[config.mk]
export PLATFORM = sky130hd
export DESIGN_NAME = pm_traffic_gate
export DESIGN_NICKNAME = d
export VERILOG_FILES = /design/src/rtl/pm_traffic_gate.sv
export SDC_FILE = /design/constraint.sdc
export NUM_CORES = 1
export LEC_CHECK = 0
export CAP_MARGIN = 15
export CELL_PAD_IN_SITES_DETAIL_PLACEMENT = 1
export CELL_PAD_IN_SITES_GLOBAL_PLACEMENT = 1
export CORE_AREA = 4 4 41 43
export CTS_CLUSTER_SIZE = 10
export DETAILED_ROUTE_END_ITERATION = 8
export DIE_AREA = 0 0 45 47
export DONT_BUFFER_PORTS = 1
export GPL_TIMING_DRIVEN = 0
export HOLD_SLACK_MARGIN = 0.15
export PLACE_DENSITY_LB_ADDON = 0.2
export SYNTH_ARGS = -nofsm -noshare
export SYNTH_HDL_FRONTEND = slang
export SYNTH_SLANG_ARGS = --single-unit
[constraint.sdc]
create_clock -name clk -period 1.4 [get_ports clk]
set_input_delay 0.28 -clock clk [delete_from_list [all_inputs] [get_ports clk]]
set_output_delay 0.28 -clock clk [all_outputs]
set_load 0.02 [all_outputs]
[src/rtl/pm_traffic_gate.sv]
module pm_traffic_gate (
  input  logic       clk,
  input  logic       rst_n,
  input  logic       cfg_pwr_wr,
  input  logic [1:0] cfg_pwr_data,
  input  logic [1:0] aspm_ctl,
  input  logic       link_idle,
  input  logic       rc_mode,
  input  logic       sw_turn_off,
  input  logic       in_valid,
  input  logic [1:0] in_kind,
  output logic       in_accept,
  output logic       in_drop,
  input  logic       out_req_valid,
  output logic       out_req_ready,
  output logic       out_stall,
  output logic       tx_valid,
  input  logic       tx_ready,
  output logic       to_ack_valid,
  input  logic       to_ack_ready,
  output logic       turn_off_send,
  input  logic       wake_req,
  output logic       wake_oe,
  output logic       cfg_reset,
  output logic       link_retrain,
  output logic [1:0] dev_state,
  output logic [1:0] link_state
);
  localparam logic [1:0] ST_D0 = 2'd0, ST_D3H = 2'd3;
  localparam logic [1:0] KD_DATA = 2'd0, KD_TOFF = 2'd3;
  localparam logic [1:0] LK_L0 = 2'd0, LK_L0S = 2'd1, LK_L1 = 2'd2, LK_L23 = 2'd3;

  logic [1:0] dstate_q, d_n;
  logic l23_q, l23_n, ack_q, ack_n, wake_q, wake_n;
  logic rst_q, rt_q, pulse_n, l0s_q, toff_q;

  wire gate_open = (dstate_q == ST_D0) && !l23_q;
  wire hs_done   = ack_q && to_ack_ready;
  wire toff_rx   = in_valid && (in_kind == KD_TOFF) && (dstate_q == ST_D3H) && !l23_q;

  always_comb begin
    d_n     = dstate_q;
    l23_n   = l23_q;
    ack_n   = ack_q;
    wake_n  = 1'b0;
    pulse_n = 1'b0;
    if (l23_q) begin
      if (wake_q) begin
        l23_n   = 1'b0;
        d_n     = ST_D0;
        pulse_n = 1'b1;
      end else begin
        wake_n = wake_req;
      end
    end else if (hs_done) begin
      l23_n = 1'b1;
      ack_n = 1'b0;
    end else begin
      if (cfg_pwr_wr) begin
        d_n     = cfg_pwr_data;
        pulse_n = (dstate_q == ST_D3H) && (cfg_pwr_data == ST_D0);
      end
      ack_n = (d_n == ST_D3H) && (ack_q || toff_rx);
    end
  end

  always_ff @(posedge clk or negedge rst_n) begin
    if (!rst_n) begin
      dstate_q <= ST_D0;
      l23_q    <= 1'b0;
      ack_q    <= 1'b0;
      wake_q   <= 1'b0;
      rst_q    <= 1'b0;
      rt_q     <= 1'b0;
      l0s_q    <= 1'b0;
      toff_q   <= 1'b0;
    end else begin
      dstate_q <= d_n;
      l23_q    <= l23_n;
      ack_q    <= ack_n;
      wake_q   <= wake_n;
      rst_q    <= pulse_n;
      rt_q     <= pulse_n;
      l0s_q    <= (d_n == ST_D0) && !l23_n && aspm_ctl[0] && link_idle;
      toff_q   <= rc_mode && sw_turn_off && (dstate_q != ST_D0);
    end
  end

  assign tx_valid      = out_req_valid && gate_open;
  assign out_req_ready = tx_ready && gate_open;
  assign out_stall     = out_req_valid && !gate_open;
  assign in_accept     = in_valid && ((dstate_q == ST_D0) || (in_kind != KD_DATA));
  assign in_drop       = in_valid && !in_accept;
  assign to_ack_valid  = ack_q;
  assign wake_oe       = wake_q;
  assign cfg_reset     = rst_q;
  assign link_retrain  = rt_q;
  assign turn_off_send = toff_q;
  assign dev_state     = dstate_q;
  assign link_state    = l23_q ? LK_L23 : (dstate_q != ST_D0) ? LK_L1 : l0s_q ? LK_L0S : LK_L0;

  a_r5_pulse_from_d3: assert property (@(posedge clk) disable iff (!rst_n)
    cfg_reset |-> (dev_state == ST_D0) && ($past(dstate_q) == ST_D3H));
  a_r5_single_cycle: assert property (@(posedge clk) disable iff (!rst_n)
    cfg_reset |=> !cfg_reset);
  a_r6_l23_entry: assert property (@(posedge clk) disable iff (!rst_n)
    $rose(l23_q) |-> $past(to_ack_valid && to_ack_ready && dev_state == ST_D3H));
  a_r6_ack_held: assert property (@(posedge clk) disable iff (!rst_n)
    (to_ack_valid && !to_ack_ready && !cfg_pwr_wr) |=> to_ack_valid);
  a_r7_l23_exit: assert property (@(posedge clk) disable iff (!rst_n)
    $fell(l23_q) |-> $past(wake_oe) && cfg_reset && (dev_state == ST_D0));
  a_r4_drop_kind: assert property (@(posedge clk) disable iff (!rst_n)
    in_drop |-> (in_kind == KD_DATA) && (dev_state != ST_D0));
  a_r9_l0s_cause: assert property (@(posedge clk) disable iff (!rst_n)
    (link_state == LK_L0S) |-> $past(aspm_ctl[0] && link_idle));
  a_r3_no_tx_off_d0: assert property (@(posedge clk) disable iff (!rst_n)
    (link_state == LK_L1 || link_state == LK_L23) |-> !tx_valid && !out_req_ready);
endmodule

==> results.md, run 1 <==
## Run status
• **status** finished, violations left
• **violations in the final reports** negative setup slack

## Critical path
• **r2r setup slk** -0.16 ns
• **Crit path required time** 1.58 ns
• **CP Data Arrival Time** 1.74 ns
• **Critical Path Max Stage Delay** 0.52 ns
• **worst-path cell chain** mux2_4 -> or4b_4 -> a21oi_2
• **category of the worst setup path launch point** flip-flop
• **Crit Path Max Fanout** 8
• **path type of the worst setup path** reg2reg
• **master of the slowest instance on the critical path** sky130_fd_sc_hd__dfrtp_2
• **Crit. End Element** flip-flop

## Drt
• **Residual DRC** 0
• **final wirelength** 1.155 mm
• **violation count after the first detailed-route iteration** 2
• **via count** 371
• **remaining antenna violation count after routing** 0
• **Detailed Routing Iterations Pass 1** 2
• **mean routed wirelength per cell** 17.24 µm
• **per-cell via count in the routed design** 5.537

## Power and ir drop
• **VDD IR-drop max** 1.126 mV
• **power density over cell area** 2044 nW/µm²
• **Leakage Power** 0.2670 nW

## Die
• **area of the core** 1301 µm²
• **width of the die** 45 µm
• **starting utilization of the core area** 0.3279
• **number of top-level design ports** 31
• **area of the die** 2115 µm²
• **number of placement rows** 13
• **height of the chip** 47 µm

## Layout
• **fill cell count** 160
• **post-route cell area** 585.6 µm²
• **Core Util, Final** 0.4500
• **Final nets** 70
• **total inserted antenna cells** 0
• **fraction of final layout cells with drive strength greater than 1** 0.3269
• **P&R area growth vs syn** 37.24%

## Flow run
• **max-cap check violation count** 0

## Yosys
• **number of flops mapped to enable cells by yosys** 0
• **Post-synth top flop** sky130_fd_sc_hd__dfrtp_1
• **ys async rst share** 1.000
• **Synth area leader** sky130_fd_sc_hd__dfrtp_1
• **top-count cell post-synth** sky130_fd_sc_hd__dfrtp_1
• **register area share after synthesis** 0.4692
• **syn avg cell area** 10.16 µm²
• **post-synthesis cell area** 426.7 µm²
• **total number of yosys warnings** 0
• **most frequent cells after synthesis** sky130_fd_sc_hd__dfrtp_1 (8), sky130_fd_sc_hd__nand2_1 (5), sky130_fd_sc_hd__nor2_1 (3)
• **Synth top area share** 0.4692
• **Post-Syn Nets** 59
• **library cells used by synthesis** 25
• **number of flip-flops and latches in the synthesized netlist** 8
• **largest cells by area after synthesis** sky130_fd_sc_hd__dfrtp_1 (47%), sky130_fd_sc_hd__mux2i_1 (4.7%), sky130_fd_sc_hd__nand2_1 (4.4%)
• **gate count of the mapped netlist** 42

## Timing
• **slew of the pin with the lowest slew margin** 0.4006 ns
• **Min Clock Period, post-route** 1.564 ns
• **minimum setup slack in the final design** -0.1645 ns
• **Final Hold Fails** 0
• **RSZ-0062 raised after global routing** yes
• **share of the cycle needed by the critical path after routing** 1.117
• **highest clock rate** 639.2 MHz
• **Post-Route Skew** 0.01341 ns
• **worst max-slew margin expressed relative to the limit** 0.7324
• **Max Transition Viols Final** 0
• **final hold slack** 0.2074 ns
• **total negative setup slack** -1.040 ns
• **Setup-failing EPs final** 8

## GRT
• **global-route wire length before repair** 1.718 mm
• **grt ovf** 0
• **number of antenna violations at the first check in global routing** 0
• **vias in the first global route** 397
• **maximum number of pins on one net before global-route repair** 11
• **All-Layer GR Usage** 0.1164

## Placed design
• **DP Wirelength** 883.5 µm
• **count of buffers from port buffering** 0
• **RePlAce Congestion** 0.7084
• **Setup Slack @ Placement** -0.1521 ns
• **Area after DPL** 454.2 µm²

## Clock tree
• **clock-pin slew of the registers on the worst-case setup and hold paths** 0.07 ns
• **root buffer selected by CTS** sky130_fd_sc_hd__clkbuf_4
• **H-tree lvl count** 1
• **clk sink count** 8
• **TritonCTS clock tree** built
• **clk buf depth** 2
• **number of buffers added by the clock tree synthesis step** 3
• **Clock Latency Late Sink** 0.26 ns

## Worst hold path
• **worst min-delay path class** in2reg

state kept, by name, summed over array words and instances, names as in the netlist:
name	cells
wake_oe	1
link_retrain	1
dev_state	2
to_ack_valid	1
l0s_q	1
l23_q	1
turn_off_send	1
cell usage in the layout (no fill, tap or decap), types with 2 or more instances in the layout:
| master | count |
|---|---|
| sky130_fd_sc_hd__a31oi_1 | 2 |
| sky130_fd_sc_hd__and2_4 | 2 |
| sky130_fd_sc_hd__buf_4 | 2 |
| sky130_fd_sc_hd__clkbuf_4 | 4 |
| sky130_fd_sc_hd__dfrtp_1 | 6 |
| sky130_fd_sc_hd__dfrtp_2 | 2 |
| sky130_fd_sc_hd__dlygate4sd3_1 | 5 |
| sky130_fd_sc_hd__mux2_4 | 2 |
| sky130_fd_sc_hd__mux2i_1 | 2 |
| sky130_fd_sc_hd__nand2_1 | 5 |
| sky130_fd_sc_hd__nor2_1 | 2 |
final timing paths:
path,cells past startpoint,to,from
min in group asynchronous,1,link_retrain,rst_n
worst min register to register,2,l0s_q,l23_q
worst max-delay path,3,l0s_q,dev_state[1]
worst min-delay path,1,wake_oe,wake_req
max in group asynchronous,1,dev_state[1],rst_n
worst max register to register,3,l0s_q,dev_state[1]
where the power goes:
group / internal (mW) / switching, mW
logic: 0.227 / 0.292
clock network: 0.109 / 0.0852
registers: 0.300 / 0.183
stage by stage:
stage	std cells	total power, mW
floorplan	42	0.7701
global placement	57	0.8477
detailed placement	57	0.8602
CTS	67	1.193
global route	67	1.273
finish	67	1.197
logic make-up after synthesis:
| logic type | after synthesis | share of synthesized area |
|---|---|---|
| buffers and inverters | 3 | 0.03518 |
| AOI/OAI and AO/OA | 8 | 0.1232 |
| DFF | 8 | 0.4692 |
| and+or+nand+nor | 19 | 0.2640 |
| muxes | 4 | 0.1085 |
critical path: cells and delay by family (launching register included):
family             cells  cell delay (ns)
DFF                    1             0.52
muxes                  1             0.32
and+or+nand+nor        1             0.52
AOI/OAI and AO/OA      1             0.13
per-layer routing:
layer / share of wire / vias up / GRT usage
li1: - / 175 / -
met1: 0.38 / 175 / 0.1308
met4: 0.0052 / 0 / 0.07018
met3: 0.12 / 2 / 0.04215
met2: 0.49 / 19 / 0.1893
met5: 0 / - / 0
cell type report:
class	instances	area, µm²	share of cell area
Buffer	2	15.01	0.02564
Sequential cell	8	202.7	0.3462
Tap cell	15	18.77	0.03205
Timing Repair Buffer	6	57.56	0.09829
Clock buffer	4	26.28	0.04487
Inverter	1	3.754	0.006410
Multi-Input combinational cell	31	261.5	0.4466
timing repair:
action                                  in CTS  in global routing
endpoints found under the setup margin       8                  8
hold buffers                                 5                  0
pin swaps                                    3                  3
buffers inserted                             1                  0
gates resized for setup                     12                  2
endpoints found under the hold margin       10                  0
No activity file was read; power rests on OpenSTA's default activity.
==> run 2: changes to the inputs <==
--- a/config.mk
+++ b/config.mk
@@ -9,6 +9,7 @@
 export CELL_PAD_IN_SITES_DETAIL_PLACEMENT = 1
 export CELL_PAD_IN_SITES_GLOBAL_PLACEMENT = 1
 export CORE_AREA = 4 4 41 43
+export CTS_BUF_LIST = sky130_fd_sc_hd__clkbuf_2 sky130_fd_sc_hd__clkbuf_4 sky130_fd_sc_hd__clkbuf_8
 export CTS_CLUSTER_SIZE = 10
 export DETAILED_ROUTE_END_ITERATION = 8
 export DIE_AREA = 0 0 45 47
==> run 2 against run 1 <==
  * The flow still finishes with violations (negative setup slack)
  * Die area unchanged
  * Via count is 1.1% higher
  * Maximum frequency up 0.33%
==> results.md, run 2 (synthesis gave the netlist of run 1 again) <==
## Run status
• **status** finished, violations left, unchanged
• **violations in the final reports** negative setup slack, unchanged

## GRT
• **All-Layer GR Usage** 0.1212, was 0.1164
• **number of antenna violations at the first check in global routing** 0, unchanged
• **grt ovf** 0, unchanged
• **maximum number of pins on one net before global-route repair** 11, unchanged
• **vias in the first global route** 396, was 397
• **global-route wire length before repair** 1.738 mm, was 1.718 mm

## Clock tree
• **clk buf depth** 2, unchanged
• **clk sink count** 8, unchanged
• **H-tree lvl count** 1, unchanged
• **TritonCTS clock tree** built, unchanged
• **clock-pin slew of the registers on the worst-case setup and hold paths** 0.06 ns, was 0.07 ns
• **number of buffers added by the clock tree synthesis step** 3, unchanged
• **root buffer selected by CTS** sky130_fd_sc_hd__clkbuf_4, unchanged
• **Clock Latency Late Sink** 0.26 ns, about the same

## Critical path
• **Crit path required time** 1.58 ns, about the same
• **CP Data Arrival Time** 1.74 ns, about the same
• **Crit. End Element** flip-flop, unchanged
• **category of the worst setup path launch point** flip-flop, unchanged
• **path type of the worst setup path** reg2reg, unchanged
• **Crit Path Max Fanout** 8, unchanged

## Drt
• **via count** 375, was 371
• **mean routed wirelength per cell** 17.13 µm, was 17.24 µm
• **Residual DRC** 0, unchanged
• **per-cell via count in the routed design** 5.597, was 5.537
• **remaining antenna violation count after routing** 0, unchanged
• **final wirelength** 1.148 mm, was 1.155 mm
• **Detailed Routing Iterations Pass 1** 2, unchanged
• **violation count after the first detailed-route iteration** 2, unchanged

## Layout
• **flip-flop count of the largest register after layout** 2, unchanged
• **Final nets** 70, unchanged
• **fraction of final layout cells with drive strength greater than 1** 0.3462, was 0.3269
• **most common cell after layout, fill and taps aside** sky130_fd_sc_hd__dfrtp_1, unchanged
• **Core Util, Final** 0.4529, was 0.4500
• **fill cell count** 161, was 160
• **most used cells in the layout excluding fill and tap cells** sky130_fd_sc_hd__dfrtp_1 (6), sky130_fd_sc_hd__clkbuf_4 (5), sky130_fd_sc_hd__nand2_1 (5), sky130_fd_sc_hd__dlygate4sd3_1 (5), was sky130_fd_sc_hd__dfrtp_1 (6), sky130_fd_sc_hd__nand2_1 (5), sky130_fd_sc_hd__dlygate4sd3_1 (5), sky130_fd_sc_hd__clkbuf_4 (4)
• **count of placed standard cells in the final layout, fillers left out** 67, unchanged
• **P&R area growth vs syn** 38.12%, was 37.24%
• **total inserted antenna cells** 0, unchanged

## Timing
• **slew of the pin with the lowest slew margin** 0.4019 ns, was 0.4006 ns
• **Post-Route Skew** 0.01155 ns, was 0.01341 ns
• **worst max-slew margin expressed relative to the limit** 0.7315, was 0.7324
• **RSZ-0062 raised after global routing** yes, unchanged
• **final hold slack** 0.2000 ns, was 0.2074 ns
• **Setup-failing EPs final** 8, unchanged
• **highest clock rate** 641.3 MHz, was 639.2 MHz
• **share of the cycle needed by the critical path after routing** 1.114, was 1.117
• **Final Hold Fails** 0, unchanged
• **Min Clock Period, post-route** 1.559 ns, was 1.564 ns
• **minimum setup slack in the final design** -0.1593 ns, was -0.1645 ns
• **Max Transition Viols Final** 0, unchanged

## Die
• **number of placement rows** 13, unchanged
• **width of the die** 45 µm, unchanged
• **area of the die** 2115 µm², unchanged
• **number of top-level design ports** 31, unchanged
• **area of the core** 1301 µm², unchanged
• **starting utilization of the core area** 0.3279, unchanged
• **height of the chip** 47 µm, unchanged

## Placed design
• **RePlAce Congestion** 0.7084, unchanged
• **placed cell count** 57, unchanged
• **count of buffers from port buffering** 0, unchanged
• **DP Wirelength** 883.5 µm, unchanged

## Power and ir drop
• **VDD IR-drop max** 1.007 mV, was 1.126 mV
• **power density over cell area** 2069 nW/µm², was 2044 nW/µm²
• **Leakage Power** 0.2704 nW, was 0.2670 nW

## Flow run
• **max-cap check violation count** 0, unchanged

## Worst hold path
• **worst min-delay path class** in2reg, unchanged

run 2: cell counts in the layout (fill, tap and decap cells not counted):
No cell type changed its count.
run 2: report_power, final:
| part | switching (mW) | internal, mW | total (mW) |
|---|---|---|---|
| combinational | 0.291 | 0.227 | 0.518 |
| sequential | 0.183 | 0.300 | 0.483 |
| clock | 0.0892 | 0.129 | 0.218 |
| total | 0.563 | 0.657 | 1.22 |
run 2: worst paths after layout:
| check | startpoint | endpoint | slack (ns) | depth (start not counted) |
|---|---|---|---|---|
| max | dev_state[1] | l0s_q | -0.16 | 3 |
| min | wake_req | wake_oe | 0.20 | 1 |
| max reg2reg | dev_state[1] | l0s_q | -0.16 | 3 |
| min reg2reg | l23_q | l0s_q | 0.56 | 2 |
| max in group asynchronous | rst_n | dev_state[1] | 0.75 | 1 |
| min in group asynchronous | rst_n | link_retrain | 0.36 | 1 |
run 2: area by class of cell:
cell class / instances / area, µm² / area share
repair buffers: 6 / 57.56 / 0.09766
well taps: 15 / 18.77 / 0.03185
flip-flops and latches: 8 / 202.7 / 0.3439
inverters: 1 / 3.754 / 0.006369
clock buffers: 4 / 30.03 / 0.05096
plain buffers: 2 / 15.01 / 0.02548
multi-input cells: 31 / 261.5 / 0.4437
run 2: stage by stage:
step	total power [mW]	area (µm²)	TNS, ns	setup WS [ns]
after floorplan	0.7701	435.4	-0.03232	-0.03232
after global placement	0.8477	454.2	-0.3754	-0.1015
after detailed placement	0.8602	454.2	-0.5768	-0.1521
after CTS	1.216	586.8	-1.183	-0.1777
after global routing	1.298	589.3	-1.545	-0.2174
final	1.220	589.3	-1.080	-0.1593
run 2: timing repair:
| item | in CTS | in global routing |
|---|---|---|
| cloned | 0 | 0 |
| gates resized for setup | 12 | 2 |
| hold buffers | 5 | 0 |
| hold endpoints to repair | 10 | 0 |
| setup buffers | 1 | 0 |
| pin swaps | 3 | 3 |
| setup endpoints to repair | 8 | 8 |
run 2: metal layers:
metal	part of all wire	GRT usage	vias to the layer above
met5	0	0	-
met4	0.012	0.08772	0
met3	0.12	0.05364	2
met2	0.49	0.1893	21
met1	0.38	0.1308	178
li1	-	-	174
run 2: critical path: stages (launching register included):
cell	delay, ns
sky130_fd_sc_hd__dfrtp_2	0.52
sky130_fd_sc_hd__mux2_4	0.32
sky130_fd_sc_hd__or4b_4	0.52
sky130_fd_sc_hd__a21oi_2	0.13
